==> src/rtl/cap_pkg.sv <==
package cap_pkg;
    typedef enum logic [1:0] {
        CAP_IDLE = 2'd0,
        CAP_WAIT = 2'd1,
        CAP_POST = 2'd2,
        CAP_DONE = 2'd3
    } cap_state_e;
endpackage

==> src/rtl/cap_trig_match.sv <==
module cap_trig_match #(
    parameter int W = 8
) (
    input  logic [W-1:0] probe,
    input  logic [W-1:0] mask,
    input  logic [W-1:0] value,
    output logic         hit
);
    logic [W-1:0] bit_ok;

    generate
        for (genvar i = 0; i < W; i++) begin : g_bit
            assign bit_ok[i] = ~mask[i] | (probe[i] ~^ value[i]);
        end
    endgenerate

    assign hit = &bit_ok;
endmodule

==> src/rtl/cap_ring_mem.sv <==
module cap_ring_mem #(
    parameter int W     = 8,
    parameter int DEPTH = 16,
    localparam int AW   = $clog2(DEPTH)
) (
    input  logic          clk,
    input  logic          we,
    input  logic [AW-1:0] waddr,
    input  logic [W-1:0]  wdata,
    input  logic [AW-1:0] raddr,
    output logic [W-1:0]  rdata
);
    logic [W-1:0] mem_q [DEPTH];
    logic [W-1:0] rdata_q;

    always_ff @(posedge clk) begin
        if (we) begin
            mem_q[waddr] <= wdata;
        end
        rdata_q <= mem_q[raddr];
    end

    assign rdata = rdata_q;
endmodule

==> src/rtl/cap_ctrl.sv <==
module cap_ctrl
    import cap_pkg::*;
#(
    parameter int DEPTH = 16,
    localparam int AW   = $clog2(DEPTH)
) (
    input  logic          clk,
    input  logic          rst_n,
    input  logic          arm,
    input  logic          hit,
    input  logic [AW-1:0] post_len,
    output logic          we,
    output logic [AW-1:0] wptr,
    output cap_state_e    state,
    output logic [AW:0]   fill,
    output logic [AW-1:0] trig_ptr
);
    localparam logic [AW:0] FULL = (AW+1)'(DEPTH);

    typedef struct packed {
        cap_state_e    state;
        logic [AW-1:0] wptr;
        logic [AW:0]   fill;
        logic [AW-1:0] rem;
        logic [AW-1:0] trig_ptr;
    } ctrl_t;

    ctrl_t c_d, c_q;
    logic  we_d;

    always_comb begin
        c_d  = c_q;
        we_d = 1'b0;
        if (arm) begin
            c_d.state = CAP_WAIT;
            c_d.wptr  = '0;
            c_d.fill  = '0;
            c_d.rem   = '0;
        end else if (c_q.state == CAP_WAIT || c_q.state == CAP_POST) begin
            we_d      = 1'b1;
            c_d.wptr  = c_q.wptr + 1'b1;
            c_d.fill  = (c_q.fill == FULL) ? c_q.fill : c_q.fill + 1'b1;
            if (c_q.state == CAP_WAIT) begin
                if (hit) begin
                    c_d.trig_ptr = c_q.wptr;
                    c_d.rem      = post_len;
                    c_d.state    = (post_len == '0) ? CAP_DONE : CAP_POST;
                end
            end else begin
                c_d.rem = c_q.rem - 1'b1;
                if (c_q.rem == AW'(1)) begin
                    c_d.state = CAP_DONE;
                end
            end
        end
    end

    always_ff @(posedge clk or negedge rst_n) begin
        if (!rst_n) begin
            c_q <= '{state: CAP_IDLE, wptr: '0, fill: '0, rem: '0, trig_ptr: '0};
        end else begin
            c_q <= c_d;
        end
    end

    assign we       = we_d;
    assign wptr     = c_q.wptr;
    assign state    = c_q.state;
    assign fill     = c_q.fill;
    assign trig_ptr = c_q.trig_ptr;


    arm_restart_chk: assert property (@(posedge clk) disable iff (!rst_n)
        arm |=> (c_q.state == CAP_WAIT && c_q.fill == '0));


    fill_bound_chk: assert property (@(posedge clk) disable iff (!rst_n)
        c_q.fill <= FULL);


    zero_post_done_chk: assert property (@(posedge clk) disable iff (!rst_n)
        (c_q.state == CAP_WAIT && hit && !arm && post_len == '0) |=> c_q.state == CAP_DONE);


    frozen_hold_chk: assert property (@(posedge clk) disable iff (!rst_n)
        (c_q.state == CAP_DONE && !arm) |=>
            (c_q.state == CAP_DONE && $stable(c_q.wptr) && $stable(c_q.fill) && $stable(c_q.trig_ptr)));


    post_countdown_chk: assert property (@(posedge clk) disable iff (!rst_n)
        (c_q.state == CAP_POST && !arm && c_q.rem > AW'(1)) |=>
            (c_q.state == CAP_POST && c_q.rem == $past(c_q.rem) - 1'b1));
endmodule

==> src/rtl/sigtrap_capture.sv <==
module sigtrap_capture
    import cap_pkg::*;
#(
    parameter int PROBE_W = 8,
    parameter int DEPTH   = 16,
    localparam int AW     = $clog2(DEPTH)
) (
    input  logic               clk,
    input  logic               rst_n,
    input  logic               arm_i,
    input  logic [PROBE_W-1:0] probe_i,
    input  logic [PROBE_W-1:0] trig_mask_i,
    input  logic [PROBE_W-1:0] trig_value_i,
    input  logic [AW-1:0]      post_count_i,
    input  logic [AW-1:0]      rd_addr_i,
    output logic               armed_o,
    output logic               done_o,
    output logic [AW:0]        valid_count_o,
    output logic [AW-1:0]      trig_idx_o,
    output logic [PROBE_W-1:0] rd_data_o
);
    logic          hit;
    logic          we;
    logic [AW-1:0] wptr;
    logic [AW:0]   fill;
    logic [AW-1:0] trig_ptr;
    logic [AW-1:0] oldest;
    logic [AW-1:0] rd_phys;
    cap_state_e    state;

    cap_trig_match #(.W(PROBE_W)) u_match (
        .probe (probe_i),
        .mask  (trig_mask_i),
        .value (trig_value_i),
        .hit   (hit)
    );

    cap_ctrl #(.DEPTH(DEPTH)) u_ctrl (
        .clk      (clk),
        .rst_n    (rst_n),
        .arm      (arm_i),
        .hit      (hit),
        .post_len (post_count_i),
        .we       (we),
        .wptr     (wptr),
        .state    (state),
        .fill     (fill),
        .trig_ptr (trig_ptr)
    );

    // Oldest valid slot: slot 0 until the ring wraps, then the next write slot.
    assign oldest  = (fill == (AW+1)'(DEPTH)) ? wptr : '0;
    assign rd_phys = oldest + rd_addr_i;

    cap_ring_mem #(.W(PROBE_W), .DEPTH(DEPTH)) u_mem (
        .clk   (clk),
        .we    (we),
        .waddr (wptr),
        .wdata (probe_i),
        .raddr (rd_phys),
        .rdata (rd_data_o)
    );

    assign armed_o       = (state == CAP_WAIT) || (state == CAP_POST);
    assign done_o        = (state == CAP_DONE);
    assign valid_count_o = fill;
    assign trig_idx_o    = trig_ptr - oldest;


    flag_excl_chk: assert property (@(posedge clk) disable iff (!rst_n)
        !(armed_o && done_o));


    idle_no_store_chk: assert property (@(posedge clk) disable iff (!rst_n)
        (!armed_o && !arm_i) |=> $stable(valid_count_o));
endmodule

==> config.mk <==
export PLATFORM = sky130hd
export DESIGN_NAME = sigtrap_capture
export DESIGN_NICKNAME = d
export VERILOG_FILES = /design/src/rtl/cap_pkg.sv /design/src/rtl/cap_trig_match.sv /design/src/rtl/cap_ring_mem.sv /design/src/rtl/cap_ctrl.sv /design/src/rtl/sigtrap_capture.sv
export SDC_FILE = /design/constraint.sdc
export NUM_CORES = 1
export LEC_CHECK = 0
export BUFFER_PORTS_ARGS = -buffer_cell sky130_fd_sc_hd__buf_2
export CAP_MARGIN = 20
export CORE_ASPECT_RATIO = 0.7
export CORE_MARGIN = 3
export CORE_UTILIZATION = 35
export DETAILED_ROUTE_END_ITERATION = 8
export PLACE_DENSITY = 0.61
export SETUP_SLACK_MARGIN = 0.1
export SYNTH_ARGS = -nofsm -noshare
export SYNTH_HDL_FRONTEND = slang
export SYNTH_SLANG_ARGS = --single-unit
==> constraint.sdc <==
create_clock -name clk -period 8.1 [get_ports clk]
set_input_delay 0.81 -clock clk [delete_from_list [all_inputs] [get_ports clk]]
set_output_delay 0.81 -clock clk [all_outputs]
set_load 0.005 [all_outputs]
==> impl_metrics.json <==
{
  "slew_viol_final": 0,
  "wirelength_um": 14300,
  "cp.arrival_ns": 2.51,
  "worstSetupEndpointType": "output port",
  "clk_latency_ns": 0.41,
  "fin_crit_ns": 3.32,
  "p_switching_uw": 581,
  "cts_resized": 0,
  "internal_power_uw": 1550,
  "cts_buffer_depth": 2,
  "via_per_inst": 5.06,
  "post_cts_buffers": 0,
  "critPathMaxFanout": 8,
  "synth_area_leaders": "edfxtp_1, mux4_2, dfrtp_1",
  "grt_pass1_vias": 3691,
  "yosysTopAreaCell": "edfxtp_1",
  "p_clk_share_pct": 36.1,
  "worst_clock_skew_ns": 0.0128,
  "nNetsFinal": 499,
  "fmax_ghz": 0.301,
  "grt_max_degree": 33,
  "ys_types": 42,
  "grt_usage_pct": 14.5,
  "grt_pass1_wl_um": 22100,
  "drt-wirelength-per-cell_um": 20.6,
  "worst_pin_slew_ns": 0.800,
  "numPortBuffers": 53,
  "diodes": 0,
  "async_flop_share_pct": 12.3,
  "gr-total-overflow": 0,
  "p_per_area_mw_per_mm2": 272,
  "yosys_warnings": 0,
  "relSlewSlack_pct": 46.7,
  "cts_tree": "yes",
  "initial_utilization_pct": 36.6,
  "netlist_area_mm2": 0.00677,
  "criticalPathCategory": "flop to output port",
  "cp-start-kind": "flop",
  "status": "completed",
  "drc_errors": 0,
  "routabilityCongestion": 0.771,
  "peakVddDrop_mv": 0.157,
  "swShare_pct": 27.3,
  "ant_nets": 0,
  "rows": 41,
  "holdCritPathClass": "input pin to asynchronous set/reset pin",
  "hold_viol_final": 0,
  "drv_cap": 0,
  "dp_hpwl_um": 9610,
  "grt_setup_unrepaired": "no",
  "cts.sinks": 155,
  "cts_buffers": 17,
  "avgSynthCellArea_um2": 17.4,
  "die_y_um": 122,
  "ctsHoldBuffers": 0,
  "syn_to_final_growth_pct": 15.6,
  "p_total_uw": 2130,
  "pre_cts_ws_ns": 4.92,
  "synth-seq-cells": 155,
  "first_pass_iters": 4,
  "die_w_um": 172,
  "synth_edf_count": 128,
  "fin_crit_sh_pct": 41.0,
  "core_mm2": 0.0185,
  "r2r_slack_ns": 4.88,
  "vias": 3510,
  "drive_gt1_share_pct": 28.2,
  "synth_seq_area_share_pct": 66.2,
  "drtIter0Drc": 349,
  "cts_htree_levels": 4,
  "synth-main-ff-cell": "edfxtp_1",
  "fin_setup_tns_ns": 0,
  "worst_slack_ns": 4.78,
  "power_frac_seq_pct": 45.7,
  "io-pin-count": 54,
  "num-fill-cells": 1621,
  "setup_viol": 0,
  "p_leak_uw": 0.00292,
  "synth_top_area_share_pct": 56.8,
  "root_buffer": "clkbuf_16",
  "syn_inst": 389,
  "cp.required_ns": 7.29,
  "die_area_mm2": 0.0211,
  "clk_pin_slew_ns": 0.06,
  "syn_nets": 443,
  "antenna_found_initial": 0,
  "combPwrFrac_pct": 18.2
}
flip-flops by register name (all words and copies together) (netlist names):
signal / cells
u_ctrl.c_q: 4
u_ctrl.fill: 5
u_ctrl.state: 2
u_ctrl.trig_ptr: 4
u_ctrl.wptr: 4
u_mem.mem_q: 128
u_mem.rdata: 8
path summary, 6_finish.rpt:
path	to	from	cells after the start
max	trig_idx_o[3]	u_ctrl.fill[0]$_DFFE_PN0P_	11
min	u_ctrl.state[1]$_DFFE_PN0P_	rst_n	1
max reg2reg	u_mem.rdata[5]$_DFF_P_	u_ctrl.fill[0]$_DFFE_PN0P_	11
min reg2reg	u_ctrl.trig_ptr[2]$_DFFE_PN0P_	u_ctrl.trig_ptr[2]$_DFFE_PN0P_	1
max in group asynchronous	u_ctrl.trig_ptr[2]$_DFFE_PN0P_	rst_n	1
min in group clk	u_ctrl.trig_ptr[2]$_DFFE_PN0P_	u_ctrl.trig_ptr[2]$_DFFE_PN0P_	1
per-stage QoR:
step                      instance area (um2)  hold slack, ns  std cells  utilization (%)
final                                    7830           0.336        694             42.4
after global routing                     7830           0.357        694             42.4
after CTS                                7830           0.333        694             42.4
after detailed placement                 7250           0.495        662             39.3
after global placement                   7250           0.482        662             39.3
after floorplan                          6770           0.465        389                -
worst max-delay path: stages (launching register included):
cell and delay, ns:
dfrtp_1 0.43, inv_1 0.08, ha_1 0.13, nor4bb_1 0.28
buf_4 0.22, and2_1 0.14, ha_1 0.18, inv_1 0.05
a21o_1 0.17, a21oi_1 0.17, xnor2_1 0.13, buf_2 0.13
kinds of logic after synthesis:
| logic type | count (synthesis) | share of synthesized area, % |
|---|---|---|
| and+or+nand+nor | 62 | 5.25 |
| adders and majority gates | 19 | 3.73 |
| muxes | 66 | 15.7 |
| xor gates and xnor gates | 21 | 3.38 |
| buffers and inverters | 39 | 2.66 |
| DFF | 155 | 66.2 |
| AOI/OAI and AO/OA | 27 | 3.07 |
Yosys cell counts, types with 2 or more instances:
cell	count
buf_4	7
mux2_1	2
nor2b_1	3
mux4_2	32
xnor2_4	2
a21o_1	2
xnor2_1	4
nor2_1	17
nor4_1	3
xor2_1	14
dfxtp_1	8
ha_1	17
fa_1	2
mux2i_1	32
a22oi_2	4
clkbuf_1	7
nand4_1	3
o22ai_1	3
o21ai_0	2
buf_2	6
nand2_1	8
and2_1	18
a21oi_1	8
nor3_1	4
dfrtp_1	19
inv_1	19
edfxtp_1	128
power by group through the flow:
stage,combinational (uW),clock [uW],sequential [uW]
6_report,388,769,972
5_1_grt,438,820,980
4_1_cts,396,784,971
3_5_place_dp,394,0,988
3_3_place_gp,376,0,985
2_1_floorplan,281,0,973
cell usage in the layout (no fill, tap or decap), types with 2 or more instances in the layout:
cell type	count
xor2_1	14
fa_1	2
buf_4	4
o22ai_1	3
clkbuf_16	17
xnor2_1	4
clkinv_4	3
mux4_2	32
nor4_1	3
clkbuf_1	3
inv_1	19
dfrtp_1	19
mux2_1	2
and2_1	18
a22oi_2	4
a21o_1	2
bufinv_16	2
xnor2_4	2
nand2_1	8
nor2b_1	3
ha_1	16
clkinv_2	2
o21ai_0	2
buf_2	53
mux2i_1	32
dfxtp_1	8
a21oi_1	8
edfxtp_1	128
nor3_1	4
clkinvlp_4	3
nand4_1	3
nor2_1	17
final cells by class:
type	instances	area (um2)	area share, %
tap	236	295	3.77
sequential	155	4480	57.2
multi-input combinational	195	2110	27.0
clock inverter	11	123	1.57
clock buffer	21	450	5.76
timing repair buffer	57	295	3.77
inverter	19	71.3	0.911
per-layer routing:
| metal | track usage [%] | wire (um) | vias to the layer above |
|---|---|---|---|
| li1 | - | - | 1603 |
| met1 | 22.6 | 7060 | 1771 |
| met2 | 20.2 | 5960 | 126 |
| met3 | 3.19 | 1130 | 10 |
| met4 | 4.49 | 132 | 0 |
| met5 | 0 | 0 | - |
(Power assumes the default switching activity.)
